==> config.mk <==
export PLATFORM = sky130hd
export DESIGN_NAME = mirror_fault_guard
export DESIGN_NICKNAME = d
export VERILOG_FILES = /design/src/rtl/mfm_pkg.sv /design/src/rtl/mfm_chan_timer.sv /design/src/rtl/mfm_fsm.sv /design/src/rtl/mirror_fault_guard.sv
export SDC_FILE = /design/constraint.sdc
export NUM_CORES = 1
export LEC_CHECK = 0
export BUFFER_PORTS_ARGS = -buffer_cell sky130_fd_sc_hd__buf_4
export CORE_MARGIN = 2
export CORE_UTILIZATION = 30
export CTS_CLUSTER_DIAMETER = 100
export DETAILED_ROUTE_END_ITERATION = 10
export SLEW_MARGIN = 10
export SYNTH_ARGS = -nofsm -noshare
export SYNTH_HDL_FRONTEND = slang
export SYNTH_SLANG_ARGS = --single-unit
export TNS_END_PERCENT = 5
==> constraint.sdc <==
create_clock -name clk -period 2.3 [get_ports clk]
set_clock_uncertainty 0.15 [all_clocks]
set_input_delay 0 -clock clk [delete_from_list [all_inputs] [get_ports clk]]
set_output_delay 0 -clock clk [all_outputs]
set_load 0.05 [all_outputs]
==> src/rtl/mfm_pkg.sv <==
package mfm_pkg;

  typedef enum logic [1:0] {
    ST_IDLE       = 2'd0,
    ST_WAIT_READY = 2'd1,
    ST_ACTIVE     = 2'd2,
    ST_ALARM      = 2'd3
  } mfm_state_e;

  // Blanking countdown: reload on a commanded edge, else run down to zero.
  function automatic int unsigned mfm_blank_step(int unsigned cur, logic restart,
                                                 int unsigned span);
    if (restart) return span - 1;
    if (cur == 0) return 0;
    return cur - 1;
  endfunction

  // Consecutive mismatch run length, saturating at the limit.
  function automatic int unsigned mfm_run_step(int unsigned cur, logic qual,
                                               int unsigned lim);
    if (!qual) return 0;
    if (cur >= lim) return lim;
    return cur + 1;
  endfunction

  // Channel state sequencing; a fault outranks every other request.
  function automatic mfm_state_e mfm_next(mfm_state_e cur, logic act, logic rdy,
                                          logic clr, logic fault);
    mfm_state_e nxt;
    nxt = cur;
    case (cur)
      ST_IDLE:       if (act) nxt = ST_WAIT_READY;
      ST_WAIT_READY: begin
        if (!act)     nxt = ST_IDLE;
        else if (rdy) nxt = ST_ACTIVE;
      end
      ST_ACTIVE: begin
        if (fault)     nxt = ST_ALARM;
        else if (!act) nxt = ST_IDLE;
        else if (!rdy) nxt = ST_WAIT_READY;
      end
      default:       if (clr) nxt = ST_IDLE;
    endcase
    return nxt;
  endfunction

endpackage

==> src/rtl/mfm_chan_timer.sv <==
module mfm_chan_timer
  import mfm_pkg::*;
#(
  parameter int unsigned LIMIT_CYC = 400,
  parameter int unsigned BLANK_CYC = 8
) (
  input  logic clk,
  input  logic rst_n,
  input  logic live,
  input  logic drive,
  input  logic sense,
  output logic trip
);
  localparam int CW = $clog2(LIMIT_CYC + 1);
  localparam int BW = $clog2(BLANK_CYC + 1);

  logic          prev_drv;
  logic [BW-1:0] blank_q;
  logic [CW-1:0] run_q;
  logic          edge_seen;
  logic          masked;
  logic          qual;

  assign edge_seen = drive ^ prev_drv;
  assign masked    = edge_seen | (blank_q != '0);
  assign qual      = live & (drive ^ sense) & ~masked;
  assign trip      = qual & (run_q == CW'(LIMIT_CYC - 1));

  always_ff @(posedge clk or negedge rst_n) begin
    if (!rst_n) begin
      prev_drv <= 1'b0;
      blank_q  <= '0;
      run_q    <= '0;
    end else begin
      prev_drv <= drive;
      blank_q  <= BW'(mfm_blank_step(32'(blank_q), edge_seen, BLANK_CYC));
      run_q    <= CW'(mfm_run_step(32'(run_q), qual, LIMIT_CYC));
    end
  end
endmodule

==> src/rtl/mfm_fsm.sv <==
module mfm_fsm
  import mfm_pkg::*;
(
  input  logic clk,
  input  logic rst_n,
  input  logic activate,
  input  logic ready,
  input  logic clear,
  input  logic fault,
  output logic live,
  output logic alarm
);
  mfm_state_e st_q;

  always_ff @(posedge clk or negedge rst_n) begin
    if (!rst_n) st_q <= ST_IDLE;
    else        st_q <= mfm_next(st_q, activate, ready, clear, fault);
  end

  assign live  = (st_q == ST_ACTIVE);
  assign alarm = (st_q == ST_ALARM);
endmodule

==> src/rtl/mirror_fault_guard.sv <==
module mirror_fault_guard #(
  parameter int unsigned LIMIT_CYC = 400,
  parameter int unsigned BLANK_CYC = 8
) (
  input  logic clk,
  input  logic rst_n,
  input  logic activate_i,
  input  logic ready_i,
  input  logic clr_alarm_i,
  input  logic host_rst_i,
  input  logic host_clk_i,
  input  logic sense_rst_i,
  input  logic sense_clk_i,
  output logic out_rst_o,
  output logic out_clk_o,
  output logic alarm_o
);
  localparam int NCH = 2;  // bit 0: reset channel, bit 1: clock channel

  logic [NCH-1:0] host_v;
  logic [NCH-1:0] sense_v;
  logic [NCH-1:0] drive_v;
  logic [NCH-1:0] trip_v;
  logic           chan_live;
  logic           trip_any;

  assign host_v  = {host_clk_i, host_rst_i};
  assign sense_v = {sense_clk_i, sense_rst_i};
  assign drive_v = chan_live ? host_v : '0;
  assign trip_any = |trip_v;

  mfm_fsm u_fsm (
    .clk      (clk),
    .rst_n    (rst_n),
    .activate (activate_i),
    .ready    (ready_i),
    .clear    (clr_alarm_i),
    .fault    (trip_any),
    .live     (chan_live),
    .alarm    (alarm_o)
  );

  for (genvar g = 0; g < NCH; g++) begin : g_chan
    mfm_chan_timer #(
      .LIMIT_CYC (LIMIT_CYC),
      .BLANK_CYC (BLANK_CYC)
    ) u_timer (
      .clk   (clk),
      .rst_n (rst_n),
      .live  (chan_live),
      .drive (drive_v[g]),
      .sense (sense_v[g]),
      .trip  (trip_v[g])
    );
  end

  assign out_rst_o = drive_v[0];
  assign out_clk_o = drive_v[1];
endmodule

Word level (Yosys, flattened, before mapping)
Cells that the tools add are included.
{"block": "totals", "output_inout_bits": 3, "ff_bits": 30, "wordCells": 76, "in_bits": 9}
{"block": "op_classes", "reduce_logical": 8, "mux": 33, "magnitude_cmp": 2, "bitwise_logic": 14, "n_eq_ne": 8, "n_addsub": 4}
{"cell": "$mux 9", "n": 6}
{"cell": "$add 9x1->9 const B", "n": 2}
{"cell": "$eq 9x9->1 const B", "n": 2}
{"cell": "$ge 9x9->1 const B", "n": 2}
{"cell": "$mux 2", "n": 8}
{"cell": "$mux 4", "n": 4}
{"cell": "$mux 3", "n": 4}
{"cell": "$reduce_bool 4->1", "n": 3}
{"cell": "$mux 1", "n": 10}
{"cell": "$logic_not 4->1", "n": 2}
{"cell": "$sub 4x1->4 const B", "n": 2}
{"cell": "$and 1x1->1", "n": 6}
{"cell": "$pmux 2 s3", "n": 1}
{"cell": "$eq 2x2->1 const B", "n": 2}
{"cell": "$ne 4x3->1 const B", "n": 1}
{"cell": "$reduce_and 4->1", "n": 1}
{"cell": "$xor 1x1->1", "n": 4}
{"cell": "$ne 3x3->1 const B", "n": 1}
{"cell": "$eq 2x1->1 const B", "n": 1}
{"cell": "$logic_not 2->1", "n": 1}
{"cell": "$ne 2x2->1 const B", "n": 1}
{"cell": "$not 1->1", "n": 2}
{"cell": "$or 1x1->1", "n": 2}
{"cell": "$reduce_or 2->1", "n": 1}

Longest topological paths before layout
{"block": "depth", "depth_word": 10, "depth_mapped": 5, "ltp_nobuf": 5}

Hierarchy
A second synthesis with hierarchy kept.
{"block": "hier_totals", "cells_unflattened": 141, "area_unflattened_um2": 1510.2}
{"module": "mfm_chan_timer", "area_per_inst_um2": 690.7, "seq_area_each_um2": 350.3, "n_inst": 2, "cells_each": 63}
{"module": "mfm_fsm", "area_per_inst_um2": 110.1, "seq_area_each_um2": 50.0, "n_inst": 1, "cells_each": 12}
{"module": "mirror_fault_guard", "area_per_inst_um2": 18.8, "seq_area_each_um2": 0.0, "n_inst": 1, "cells_each": 3}

Worst setup path after synthesis
Ideal clock, no wire load.
{"block": "synth_timing", "path_type": "flip-flop to flip-flop", "startpoint": "reg u_fsm.st_q[1]", "endpoint": "reg g_chan[0].u_timer.blank_q[3]", "arrival_time_ps": 1538, "synth_period_minus_slack_ps": 1754, "setup_time_ps": 66, "required_ps": 2084, "path_buffers": 1, "stages_incl_launch_ff": 6, "setup_slack_ps": 546, "cell_sequence": "dfrtp_1 -> buf_4 -> and2b_2 -> and2_1 -> xnor2_1 -> o311a_1"}
{"block": "synth_between", "elab_chain_len": 5}
{"item": "start, declared", "line": "mfm_fsm.sv:13", "rtl": "mfm_state_e st_q;"}
{"item": "start signal, assigned", "line": "mfm_fsm.sv:17", "rtl": "else st_q <= mfm_next(st_q, activate, ready, clear, fault);"}
{"item": "$eq 2x2->1", "line": "mfm_fsm.sv:20", "rtl": "assign live = (st_q == ST_ACTIVE);"}
{"item": "$mux 2", "line": "mirror_fault_guard.sv:29", "rtl": "assign drive_v = chan_live ? host_v : '0;"}
{"item": "via out_rst_o", "line": "mirror_fault_guard.sv:14", "rtl": "output logic out_rst_o,"}
{"item": "$xor 1x1->1", "line": "mfm_chan_timer.sv:24", "rtl": "assign edge_seen = drive ^ prev_drv;"}
{"item": "$mux 1", "line": "mfm_pkg.sv:13", "rtl": "if (restart) return span - 1;"}
{"item": "$mux 4", "line": "mfm_pkg.sv:14", "rtl": "if (cur == 0) return 0;"}
{"item": "end signal, assigned", "line": "mfm_chan_timer.sv:36", "rtl": "blank_q <= BW'(mfm_blank_step(32'(blank_q), edge_seen, BLANK_CYC));"}
{"item": "end, declared", "line": "mfm_chan_timer.sv:18", "rtl": "logic [BW-1:0] blank_q;"}
The timed path passes the listed nets, and every way through them passes these cells.
A chain may end at the register's enable or synchronous reset.

Worst setup path in the final report
{"block": "layout_timing", "startpoint": "reg u_fsm.st_q[0]", "endpoint": "reg u_fsm.st_q[1]"}
{"block": "layout_between", "elab_chain_len": 10, "word_cells_on_any_way": 26, "cone_classes": "eq/ne: 5; mux: 3; bitwise: 14; reduce/logical: 4"}
{"item": "$eq 2x2->1", "line": "mfm_pkg.sv:31, mfm_fsm.sv:20"}
{"item": "$mux 2", "line": "mirror_fault_guard.sv:29"}
{"item": "$xor 1x1->1", "line": "mfm_chan_timer.sv:24"}
{"item": "$or 1x1->1", "line": "mfm_chan_timer.sv:25", "rtl": "assign masked = edge_seen | (blank_q != '0);"}
{"item": "$not 1->1", "line": "mfm_chan_timer.sv:26", "rtl": "assign qual = live & (drive ^ sense) & ~masked;"}
{"item": "$and 1x1->1", "line": "mfm_chan_timer.sv:26"}
{"item": "$and 1x1->1", "line": "mfm_chan_timer.sv:27", "rtl": "assign trip = qual & (run_q == CW'(LIMIT_CYC - 1));"}
{"item": "$reduce_or 2->1", "line": "mirror_fault_guard.sv:30", "rtl": "assign trip_any = |trip_v;"}
{"item": "$ne 4x3->1 (no line) / $mux 2 (equally long branches)"}
{"item": "$reduce_and 4->1 (no line) / $pmux 2 s3 (equally long branches)"}
Several ways; a longest one is shown, not always the timed one.

==> run metrics <==
row cnt 25; largest net degree at the start of global routing 31; Synth Cell Area approximately 1400 um2; CP peak stage delay 0.57 ns; drt pass-1 iters 4; crit path time final between 2 and 2.5 ns; worst path bufs/invs 1; synthesized instance count 139; CTS Sinks 30; Sequential Power Share 0.526; PD cells between 600 and 700 nW/um2; DIE HEIGHT between 70 and 80 um; Fmax achieved between 0.4 and 0.5 GHz; Worst-path clk slew about 0.060 ns; vias in the first global route between 1000 and 1500; Final period util 0.926; most common cell after layout, fill and taps aside dfrtp_1; CP required between 2 and 2.5 ns; Startpoint Class flop; crit path cell chain and2b_2 > o2111ai_2 > o32a_1 > o211ai_1 > dlygate4sd3_1; leak pwr 0.768 nW; Reg2Reg Setup Slack ~0.17 ns; Placeable Area about 4700 um2; WL/cell 11.4 um; routed vias roughly 1000; Clock Latency Late Sink between 0.2 and 0.3 ns; Crit Path Class flop to flop; hold crit path type primary input to async pin; slowest CP cell dlygate4sd3_1; Nets approximately 180; setup repair bufs after CTS 0; Port Buffers 11; DP HPWL 1660 um; Yosys top cell area share 0.524; Area Overhead vs Synth 20.6%; Slew HR 0.722; # diodes 0; Die Wd between 70 and 80 um; setup tns final 0 ns; CTS tree yes; WP depth 5; MaxCap Viol Count 0; Ys Warns 0; Vias/cell between 4 and 5; switching share of total power 0.258; share of cells above drive strength 1 0.130; antenna violations before repair 0; full die area 5350 um2; most frequent cells in the layout dfrtp_1, nor2_1, buf_4; residual DRC count 0; dominant cell type by area after synthesis dfrtp_1; H-tree depth 2; R2R cell count 5; Num CTS Buffers 5; initial detailed-routing violation count 51; # fillers 450; Seq cells post-synth 30; Setup-failing EPs final 0; Starting Density 0.308; crit-path max FO 6; Worst Tran Pin Value 0.417 ns; Routed Antenna Nets 0; Final GP Congestion 0.741; Crit. End Element flop; first-pass GRT wire length about 4400 um; Peak supply drop ~0.00038 V; # resized after CTS 0; delay-heaviest family, CP compound AO/OA/AOI/OAI gates; Final Hold Violating Endpoints 0; P_sw between 0.3 and 0.4 mW; distinct cell type count after synthesis 32; sequential area share after synthesis 0.524; Bufs on Longest Clock Path 2; GRT Overall Usage 0.107; root buffer cell clkbuf_8; ranking of synthesized cells by area dfrtp_1, nor2_1, xnor2_1, xor2_1, ha_1; RSZ-0062 raised after global routing false; status finished, final reports clean; internal power about 0.86 mW; Clock Power Share 0.351; max-slew violations 0; WP data arrival ~2.2 ns; Gate power share 0.123; Routed WL between 2000 and 2500 um; Power, Total 1.16 mW; Overflow after GRT 0; io pins 12; syn_nets 152; Synth Area per Inst between 10 and 15 um2
==> cells by family (layout without fill, tap and decap cells) <==
logic type / after synthesis / count (layout) / share of synthesized area
and+or+nand+nor: 62 / 62 / 0.223
DFF: 30 / 30 / 0.524
muxes: 2 / 2 / 0.0148
xor gates and xnor gates: 14 / 14 / 0.0855
buffers and inverters: 7 / 30 / 0.0209
adders and majority gates: 4 / 4 / 0.0349
AOI/OAI and AO/OA: 20 / 20 / 0.0977
==> sequential cells by signal, indices dropped and copies added, names as in the netlist <==
signal                   cells
g_chan.u_timer.blank_q       8
u_fsm.st_q                   2
g_chan.u_timer.run_q        18
g_chan.u_timer.prev_drv      2
==> area by class of cell <==
class / count / area [um2] / share of cell area
Sequential cell: 30 / 751 / 0.434
Multi-Input combinational cell: 102 / 653 / 0.378
Clock buffer: 6 / 82.6 / 0.0478
Tap cell: 54 / 67.6 / 0.0391
Timing Repair Buffer: 18 / 153 / 0.0883
Inverter: 6 / 22.5 / 0.0130
==> routing by layer <==
metal / wire length [um] / vias up / global-route usage / part of all wire
li1: - / 529 / - / -
met1: 1300 / 499 / 0.136 / 0.53
met2: 1060 / 12 / 0.163 / 0.43
met3: 55 / 5 / 0.0262 / 0.022
met4: 52 / 0 / 0.0617 / 0.021
met5: 0 / - / 0 / 0
==> path summary, 6_finish.rpt <==
| path | to | startpoint |
|---|---|---|
| max | u_fsm.st_q[1] | u_fsm.st_q[0] |
| min | g_chan[0].u_timer.blank_q[0] | rst_n |
| max reg2reg | u_fsm.st_q[1] | u_fsm.st_q[0] |
| min reg2reg | g_chan[0].u_timer.run_q[0] | g_chan[0].u_timer.run_q[0] |
| max in group asynchronous | g_chan[0].u_timer.run_q[1] | rst_n |
| min in group clk | g_chan[1].u_timer.run_q[8] | sense_clk_i |
==> synthesized netlist by cell type <==
cell type and instances:
dfrtp_1 30, nor2_1 20, nand3_1 9, nand2_1 8, xnor2_1 7, xor2_1 7, a21oi_1 6, inv_1 6
ha_1 4, nor3_1 4, o21ai_0 4, and2_1 3, and3_1 3, nand3b_1 3, nor3b_1 3, a31oi_1 2
and3b_1 2, nand2b_1 2, nand4_1 2, o211ai_1 2, a221oi_1 1, and2b_2 1, and4_1 1, buf_4 1
mux2_2 1, mux2i_1 1, o2111ai_1 1, o2111ai_2 1, o211a_1 1, o311a_1 1, o32a_1 1, or2_2 1
==> power groups by stage <==
stage,Sequential [mW],Combinational [mW],Clock [mW]
final,0.613,0.143,0.408
after global routing,0.621,0.167,0.448
after CTS,0.612,0.144,0.423
after detailed placement,0.622,0.134,0
after global placement,0.623,0.136,0
after floorplan,0.609,0.0977,0
==> what timing repair did <==
item,CTS,global route
endpoints found under the hold margin,34,0
endpoints found under the setup margin,0,0
hold buffers,7,0
==> stage by stage <==
step | hold slack (ns) | cells | setup WS [ns] | area (um2) | utilization
2_1_floorplan | -0.446 | 139 | 0.546 | 1430 | -
3_3_place_gp | -0.195 | 203 | 0.591 | 1580 | 0.338
3_5_place_dp | -0.198 | 203 | 0.524 | 1580 | 0.338
4_1_cts | 0.0489 | 216 | 0.179 | 1730 | 0.371
5_1_grt | 0.0693 | 216 | 0.0315 | 1730 | 0.371
6_report | 0.0348 | 216 | 0.170 | 1730 | 0.371
Note: power is estimated with default switching activity, not from simulation.
